--- src/rtl/dma_exec_engine.sv ---
module dma_exec_engine #(
  parameter int DW = 8,
  parameter int CW = 16
) (
  input  logic          clk,
  input  logic          rst_n,
  input  logic          start,
  input  logic [7:0]    cmd_byte,
  input  logic [CW-1:0] count,
  input  logic          src_mod,
  input  logic          dst_mod,
  input  logic [DW-1:0] fill_byte,
  input  logic          key_en,
  input  logic [DW-1:0] key_val,
  output logic          busy,
  output logic          done,
  output logic          mem_req,
  output logic          mem_we,
  output logic          mem_dst,
  output logic [DW-1:0] mem_wdata,
  input  logic [DW-1:0] mem_rdata,
  input  logic          mem_ack,
  output logic          src_step,
  output logic          dst_step,
  output logic          src_row,
  output logic          dst_row
);
  localparam int H = CW / 2;
  localparam logic [1:0] OP_COPY = 2'd0, OP_MIX = 2'd1, OP_SWAP = 2'd2, OP_FILL = 2'd3;

  typedef enum logic [2:0] {S_IDLE, S_RDS, S_RDD, S_WRD, S_WRS, S_ADV} st_t;
  st_t st;

  logic [1:0]    op;
  logic [3:0]    mt;
  logic          modm, smod, dmod, ken;
  logic [DW-1:0] fillv, kval, sbuf, dbuf;
  logic [CW-1:0] cnt;
  logic [H-1:0]  col_init;

  logic [DW-1:0] mixv, wval;
  logic          skip, row_end, last, adv, is_fill;

  assign mixv = ({DW{mt[0]}} & ~sbuf & ~dbuf) | ({DW{mt[1]}} & ~sbuf & dbuf)
              | ({DW{mt[2]}} &  sbuf & ~dbuf) | ({DW{mt[3]}} &  sbuf & dbuf);
  assign wval = (st == S_WRS)   ? dbuf :
                (op == OP_MIX)  ? mixv :
                (op == OP_FILL) ? fillv : sbuf;
  assign skip    = ken && (wval == kval);
  assign is_fill = (op == OP_FILL);

  assign row_end = modm && (cnt[H-1:0] == H'(1));
  assign last    = modm ? (row_end && cnt[CW-1:H] == H'(1)) : (cnt == CW'(1));
  assign adv     = (st == S_ADV);

  assign busy      = (st != S_IDLE);
  assign done      = adv && last;
  assign mem_we    = (st == S_WRD) || (st == S_WRS);
  assign mem_req   = (st == S_RDS) || (st == S_RDD) || (mem_we && !skip);
  assign mem_dst   = (st == S_RDD) || (st == S_WRD);
  assign mem_wdata = wval;
  assign src_step  = adv && !is_fill;
  assign dst_step  = adv;
  assign src_row   = adv && row_end && smod && !is_fill;
  assign dst_row   = adv && row_end && dmod;

  always_ff @(posedge clk) begin
    if (!rst_n) begin
      st       <= S_IDLE;
      op       <= OP_COPY;
      mt       <= '0;
      modm     <= 1'b0;
      smod     <= 1'b0;
      dmod     <= 1'b0;
      ken      <= 1'b0;
      fillv    <= '0;
      kval     <= '0;
      sbuf     <= '0;
      dbuf     <= '0;
      cnt      <= '0;
      col_init <= '0;
    end else begin
      case (st)
        S_IDLE: if (start) begin
          op       <= cmd_byte[1:0];
          mt       <= cmd_byte[7:4];
          modm     <= src_mod || dst_mod;
          smod     <= src_mod;
          dmod     <= dst_mod;
          ken      <= key_en;
          kval     <= key_val;
          fillv    <= fill_byte;
          cnt      <= count;
          col_init <= count[H-1:0];
          st       <= (cmd_byte[1:0] == OP_FILL) ? S_WRD : S_RDS;
        end
        S_RDS: if (mem_ack) begin
          sbuf <= mem_rdata;
          st   <= (op == OP_COPY) ? S_WRD : S_RDD;
        end
        S_RDD: if (mem_ack) begin
          dbuf <= mem_rdata;
          st   <= S_WRD;
        end
        S_WRD: if (skip || mem_ack) st <= (op == OP_SWAP) ? S_WRS : S_ADV;
        S_WRS: if (skip || mem_ack) st <= S_ADV;
        S_ADV: begin
          if (!modm)        cnt <= cnt - CW'(1);
          else if (row_end) cnt <= {cnt[CW-1:H] - H'(1), col_init};
          else              cnt[H-1:0] <= cnt[H-1:0] - H'(1);
          st <= last ? S_IDLE : (is_fill ? S_WRD : S_RDS);
        end
        default: st <= S_IDLE;
      endcase
    end
  end
endmodule

--- config.mk ---
export PLATFORM = sky130hd
export DESIGN_NAME = dma_exec_engine
export DESIGN_NICKNAME = d
export VERILOG_FILES = /design/src/rtl/dma_exec_engine.sv
export SDC_FILE = /design/constraint.sdc
export NUM_CORES = 1
export LEC_CHECK = 0
export ABC_AREA = 1
export BUFFER_PORTS_ARGS = -buffer_cell sky130_fd_sc_hd__buf_2
export CORE_AREA = 2 2 96 98
export DETAILED_ROUTE_END_ITERATION = 10
export DIE_AREA = 0 0 98 100
export PLACE_DENSITY = 0.66
export SYNTH_ARGS = -nofsm -noshare
export SYNTH_HDL_FRONTEND = slang
export SYNTH_SLANG_ARGS = --single-unit
--- constraint.sdc ---
create_clock -name clk -period 1.9 [get_ports clk]
set_input_delay 0.095 -clock clk [delete_from_list [all_inputs] [get_ports clk]]
set_output_delay 0.095 -clock clk [all_outputs]
set_load 0.01 [all_outputs]
==> metrics, run 1 <==
failing checks=hold timing, setup timing; Max VDD drop=0.7419 mV; routing usage on met2=0.4078; Worst Path Required=1.80 ns; worst r2r path cells=17; final-layout fill cell count=836; later-pin clock latency in the skew report=0.36 ns; worst slew pin tran=0.5241 ns; Cell variety after synth=37; IO Pins=72; DIE HEIGHT=100 µm; worst hold path class=in2reg; Avg WL per Cell=13.68 µm; CP Class=reg2out; final hold slack=-0.0004396 ns; fin. max-slew vios=0; Layout Utilization=0.5906; number of nets in the layout=798; Seq cells post-synth=69; FFs w/ async S/R, synth=0; grt met1 use=0.3056; crit-path max FO=7; Finish-stage setup viols=3; Initial DRC Count=229; largest net degree at the start of global routing=47; Tot GR Track Use=0.2405; status=complete, but fails checks; YS warnings=0; M3 GR Usage=0.04109; GPL Wtd Cong=0.8523; DP Worst Slack=-0.01266 ns; sequential cell fraction of total power=0.286; DR pass1 iterations=5; via count=4,476; Worst-path clk slew=0.08 ns; area grow syn2layout=34.92%; Max Freq=498.0 MHz; Max Cap Viol=0; DRT antenna net count=0; CP Data Arrival Time=1.91 ns; DR vias/cell=5.235; Port Buffer Count=69; dpl cells=803; Setup Skew=0.009607 ns; grt peak-use layer=met2; Clock Power Share=0.142; fin cells=855; mean post-synth cell area=6.256 µm²; combinational share of power=0.572; Routed Wire Length=11,690 µm; die span in x=98 µm; first-pass GRT wire length=19,300 µm; Worst R2R Setup Slack=0.04 ns; largest buffer count on any clock path=2; row cnt=35; Ant. Diodes=0; Clock Tree Root=clkbuf_8; sequential cell area fraction in the yosys report=0.3550; Final Hold Viols=1; register area=1413 µm²; die area=9800 µm²; H-tree Lvls=3; Post-Route Setup TNS=-0.2371 ns; mapped cell area=3891 µm²; share of post-route cells with drive strength above 1=0.2876; P_int=4.452 mW; hold wc startpoint=mem_rdata[1]; vias in the first global route=4,212; final worst path period share=1.057; startpoint types=flop; switching power=3.592 mW; end of the critical path=mem_req; DRC Markers=0; worst reg2reg path endpoint=st[1]; final worst slack=-0.1079 ns; reg2reg start=st[1]; footprint of the multi-input gates=2312 µm²; fin crit period=2.008 ns; critical path endpoint category=output pin; Post-synth EDFFs=0; CTS tree=done; initial antenna violation count=0; Power Dens Cells=1532 nW/µm²; grt ovf=0; core footprint=8890 µm²; RSZ-0062 raised after global routing=true; Max-Slew Margin vs Limit=0.6485; Synth Flop Type=dfxtp_1; Initial Util=0.4377; CTS buffer count=9; syn nets=681; switching part of the total=0.4466; Power Total=8.044 mW; CP Launch Point=st[1]; CTS sink cnt=69; leakage power total=2.389 nW; Mapped Cells=622; HPWL after DPL=7969 µm
placed cells by master (no fill, tap or decap), drive strengths merged:
master,count
xnor2,1
nor3,4
dlygate4sd3,13
o22ai,6
nand4,4
nor2,84
or2,2
o31ai,2
o21ai,56
xor2,3
o211ai,8
dfxtp,69
clkinvlp,1
nand3b,1
and2,1
inv,65
clkbuf,11
nand3,30
a31oi,8
o221ai,3
clkinv,6
buf,118
a221oi,2
ha,4
a21oi,50
o21bai,1
nand2,191
cell families after synthesis:
kind of cell / Yosys count / share of synthesized area
compound gates: 136 / 0.1932
simple gates: 317 / 0.3350
fa+ha+maj: 4 / 0.01286
xor+xnor: 4 / 0.009005
flops: 69 / 0.3550
buf+inv: 92 / 0.09485
power groups by stage:
stage	Clock (mW)	Sequential (mW)	Combinational, mW
after floorplan	0	2.10	2.58
after CTS	1.16	2.25	4.12
after global placement	0	2.24	3.59
after detailed placement	0	2.25	3.65
final	1.15	2.30	4.60
after global routing	1.23	2.35	5.13
what timing repair did:
item | in CTS | in global routing
buffers inserted | 17 | 7
cloned | 1 | 0
hold buffers | 13 | 0
resized for setup | 34 | 56
endpoints found under the setup margin | 7 | 15
pin swaps | 22 | 27
hold endpoints to repair | 13 | 0
final cells by class:
| type | count | share of cell area |
|---|---|---|
| timing repair buffer | 131 | 0.1768 |
| inverter | 66 | 0.05052 |
| clock buffer | 11 | 0.02884 |
| tap | 111 | 0.02645 |
| timing repair inverter | 1 | 0.001192 |
| sequential | 69 | 0.2691 |
| clock inverter | 5 | 0.006673 |
| multi-input combinational | 461 | 0.4404 |
worst min path at each step:
stage | to | slack (ns) | cells past startpoint
finish | sbuf[1] | -0.0004 | 3
CTS | sbuf[1] | 0.001 | 3
floorplan | fillv[6] | 0.23 | 2
detailed placement | mt[3] | 0.32 | 3
global placement | mt[2] | 0.32 | 3
global route | sbuf[1] | 0.004 | 3
flip-flops by register name, summed over array words and instances (netlist names):
register and cells:
cnt 16, smod 1, dmod 1, ken 1, col_init 8, sbuf 8
fillv 8, modm 1, st 3, mt 4, kval 8, dbuf 8
op 2
synthesized netlist by cell type (5+ instances only):
cell type	instances	area share
inv_1	59	0.057
nor2_1	81	0.078
dfxtp_1	69	0.35
clkbuf_1	18	0.017
buf_2	5	0.0064
o22ai_1	6	0.0096
nand2_1	184	0.18
a31oi_1	8	0.013
inv_2	5	0.0048
o211ai_1	8	0.015
a21oi_1	50	0.064
nand3_1	30	0.039
o21ai_0	53	0.068
worst max-delay path, cell delays in order, from the launching register on:
cell and delay [ns]:
dfxtp_4 0.37, nor2_4 0.13, nand2_4 0.12, inv_8 0.11
nor2_1 0.05, nand2_1 0.09, nand2_2 0.09, nand2_1 0.07
nand3_1 0.09, nor2_1 0.11, nand2_1 0.07, nand2_2 0.06
nand2_2 0.07, buf_6 0.12
per-layer routing:
layer / share of wire / wire (µm) / up-vias
li1: - / - / 2241
met1: 0.44 / 5101 / 2076
met2: 0.48 / 5671 / 131
met3: 0.054 / 631 / 28
met4: 0.025 / 289 / 0
met5: 0 / 0 / -
through the flow:
| step | instance area, µm² | hold WS, ns |
|---|---|---|
| after floorplan | 3891 | 0.2299 |
| after global placement | 4497 | 0.3162 |
| after detailed placement | 4497 | 0.3236 |
| after CTS | 5045 | 0.001374 |
| after global routing | 5250 | 0.004306 |
| final | 5250 | -0.0004396 |
(Power assumes the default switching activity.)
==> run 2: changes to the inputs <==
==> config.mk (replaced) <==
export PLATFORM = sky130hd
export DESIGN_NAME = dma_exec_engine
export DESIGN_NICKNAME = d
export VERILOG_FILES = /design/src/rtl/dma_exec_engine.sv
export SDC_FILE = /design/constraint.sdc
export NUM_CORES = 1
export LEC_CHECK = 0
export BUFFER_PORTS_ARGS = -buffer_cell sky130_fd_sc_hd__buf_2
export CORE_AREA = 2 2 99 101
export DETAILED_ROUTE_END_ITERATION = 10
export DIE_AREA = 0 0 101 103
export PLACE_DENSITY = 0.65
export SYNTH_ARGS = -nofsm -noshare
export SYNTH_HDL_FRONTEND = slang
export SYNTH_SLANG_ARGS = --single-unit
==> metrics, run 2 <==
status=complete, but fails checks (unchanged); failing checks=setup timing (was hold timing, setup timing); top-area cell type share of the netlist area=0.3382 (was 0.3550); kind of cell adding the most delay to the critical path=compound AO/OA/AOI/OAI gates (was simple AND/OR/NAND/NOR gates); initial antenna violation count=0 (unchanged); Max Freq=350.5 MHz (was 498.0 MHz); Largest register FFs=16 (unchanged); Tot GR Track Use=0.2801 (was 0.2405); most common cell after layout, fill and taps aside=nand2_1 (unchanged); Max Cap Viol=0 (unchanged); CTS buffer count=9 (unchanged); number of nets in the layout=811 (was 798); Seq cells post-synth=69 (unchanged); worst hold stages=3 (unchanged); top post-synthesis cells by area=dfxtp_1, nand2_1, a21oi_1 (was dfxtp_1, nand2_1, nor2_1); syn nets=610 (was 681); Synth area leader=dfxtp_1 (unchanged); sequence of cells on the critical path=mux2_2 -> o311a_1 -> o21ai_1 -> nand4_1 -> nor4_4 -> buf_4 -> nand4_1 -> a221o_1 -> buf_2 (was nor2_4 -> nand2_4 -> inv_8 -> nor2_1 -> nand2_1 -> nand2_2 -> nand2_1 -> nand3_1 -> nor2_1 -> nand2_1 -> nand2_2 -> nand2_2 -> buf_6); IO Pins=72 (unchanged); CP peak stage delay=0.38 ns (was 0.37 ns); CP max-delay cell=nor4_4 (was dfxtp_4); DIE HEIGHT=103 µm (was 100 µm); Layout Utilization=0.7004 (was 0.5906); register area=1404 µm² (was 1413 µm²); HPWL after DPL=9823 µm (was 7969 µm); Setup Skew=0.007766 ns (was 0.009607 ns); leakage power total=2.785 nW (was 2.389 nW); share of post-route cells with drive strength above 1=0.4082 (was 0.2876); DR pass1 iterations=5 (unchanged); synth cell count leaders=nand2_1, a21oi_1, dfxtp_1 (was nand2_1, nor2_1, dfxtp_1); worst hold path class=in2reg (unchanged); Finish-stage setup viols=25 (was 3); DRC Markers=0 (unchanged); Initial DRC Count=292 (was 229); Power Dens Cells=1153 nW/µm² (was 1532 nW/µm²); via count=4,878 (was 4,476); worst slew pin tran=0.5550 ns (was 0.5241 ns); final-layout fill cell count=714 (was 836); fin crit period=2.853 ns (was 2.008 ns); CP Class=reg2out (unchanged); crit-path max FO=3 (was 7); hold wc startpoint=count[7] (was mem_rdata[1]); area grow syn2layout=62.22% (was 34.92%); Max VDD drop=0.5540 mV (was 0.7419 mV); P_int=4.621 mW (was 4.452 mW); sequential cell area fraction in the yosys report=0.3382 (was 0.3550); Routed Wire Length=14,860 µm (was 11,690 µm); YS warnings=0 (unchanged); reg2reg start=st[1] (unchanged); mean post-synth cell area=7.412 µm² (was 6.256 µm²); Final Hold Viols=0 (was 1); Max-Slew Margin vs Limit=0.6295 (was 0.6485); row cnt=36 (was 35); footprint of the multi-input gates=2915 µm² (was 2312 µm²); core footprint=9459 µm² (was 8890 µm²); startpoint types=flop (unchanged); most instantiated library cell after synthesis=nand2_1 (unchanged); Initial Util=0.4317 (was 0.4377); cell mode on critical path=nand4_1; most flop-heavy register=cnt (unchanged); DP Worst Slack=-0.6562 ns (was -0.01266 ns); FFs w/ async S/R, synth=0 (unchanged); mapped cell area=4084 µm² (was 3891 µm²); Clock Power Share=0.170 (was 0.142); Mapped Cells=551 (was 622); Avg WL per Cell=17.06 µm (was 13.68 µm); final worst slack=-0.9535 ns (was -0.1079 ns); fin. max-slew vios=0 (unchanged); Post-synth EDFFs=0 (unchanged); final worst path period share=1.502 (was 1.057); later-pin clock latency in the skew report=0.35 ns (was 0.36 ns); sequential cell fraction of total power=0.269 (was 0.286); worst r2r path cells=11 (was 17); first-pass GRT wire length=22,770 µm (was 19,300 µm); RSZ-0062 raised after global routing=true (unchanged); grt ovf=0 (unchanged); die area=10,400 µm² (was 9800 µm²); CP bufs+invs=2 (unchanged); Worst Hold Path EP=col_init[7] (was sbuf[1]); Worst Path Required=1.80 ns (about the same); GPL Wtd Cong=0.9630 (was 0.8523); Clock Tree Root=clkbuf_8 (unchanged); H-tree Lvls=3 (unchanged); vias in the first global route=4,639 (was 4,212); Port Buffer Count=69 (unchanged); DR vias/cell=5.600 (was 5.235); die span in x=101 µm (was 98 µm); largest net degree at the start of global routing=47 (unchanged); Worst R2R Setup Slack=-0.63 ns (was 0.04 ns); CTS tree=done (unchanged); Worst-path clk slew=0.08 ns (about the same); CP Data Arrival Time=2.76 ns (was 1.91 ns); switching part of the total=0.3952 (was 0.4466); worst reg2reg path endpoint=st[1] (unchanged); Synth Flop Type=dfxtp_1 (unchanged); Cell variety after synth=62 (was 37); combinational share of power=0.562 (was 0.572); commonest non-fill, non-tap cells in the layout=nand2_1, buf_4, buf_2 (was nand2_1, nor2_1, buf_2); largest buffer count on any clock path=2 (unchanged); critical path endpoint category=output pin (unchanged); CTS sink cnt=69 (unchanged); DRT antenna net count=0 (unchanged); Ant. Diodes=0 (unchanged); switching power=3.019 mW (was 3.592 mW)
==> run 2: cell families (layout without fill, tap and decap cells) <==
group,count (synthesis),count (layout),synth area share
AO/OA/AOI/OAI,147,147,0.2221
buffers and inverters,57,263,0.05729
XOR/XNOR,9,9,0.01930
AND/OR/NAND/NOR,233,233,0.2678
multiplexers,32,32,0.08303
adder cells (fa/ha/maj),4,4,0.01226
flip-flops,69,69,0.3382
==> run 2: cell type report <==
cell class	count	share of cell area
clock buffers	11	0.02285
clock inverters	5	0.008687
inverters	17	0.009632
multi-input cells	425	0.4400
flip-flops and latches	69	0.2119
well taps	114	0.02153
repair buffers	230	0.2854
==> run 2: metrics by stage <==
step	setup TNS (ns)	instances	instance area (µm²)	hold WS, ns	total power, mW
after CTS	-7.489	857	6243	0.007266	7.127
after global routing	-8.386	871	6625	0.01792	8.079
after global placement	-3.592	798	5350	0.3350	5.215
after detailed placement	-5.258	798	5350	0.3400	5.285
final	-6.304	871	6625	0.01756	7.640
after floorplan	-2.154	551	4203	0.2111	3.946
==> run 2: worst max path at each step <==
stage	from	endpoint	slack [ns]	cells past startpoint
final	sbuf[6]	mem_req	-0.95	9
after global routing	sbuf[6]	mem_req	-1.04	9
after CTS	op[1]	mem_req	-0.94	10
after detailed placement	st[1]	st[1]	-0.66	9
after global placement	sbuf[6]	mem_req	-0.59	8
after floorplan	st[2]	st[0]	-0.40	9
==> run 2: worst register-to-register path, stage by stage, from the launching register on <==
cell     delay [ns]
dfxtp_2        0.34
or3b_4         0.43
buf_6          0.14
and2_4         0.12
mux2i_1        0.18
or3b_1         0.38
a21oi_2        0.20
buf_6          0.15
nor3_4         0.04
nor3_2         0.15
buf_4          0.16
mux2i_1        0.17
==> run 2: per-layer routing <==
layer	track usage	vias up	part of all wire
met5	0	-	0
li1	-	2344	-
met1	0.3564	2320	0.43
met2	0.4682	177	0.48
met3	0.05017	37	0.058
met4	0.1216	0	0.030
==> run 2: power by group through the flow <==
stage,Sequential [mW],Clock (mW),Combinational (mW)
final,2.05,1.30,4.29
after global routing,2.08,1.38,4.61
after CTS,2.04,1.32,3.77
after detailed placement,2.04,0,3.24
after global placement,2.03,0,3.19
after floorplan,1.96,0,1.99
==> run 2: what timing repair did <==
action,in CTS,in global routing
setup buffers,10,13
pin swaps,31,20
gates resized for setup,75,62
endpoints found under the setup margin,64,66
hold buffers,32,0
hold endpoints to repair,35,0
cloned,1,3
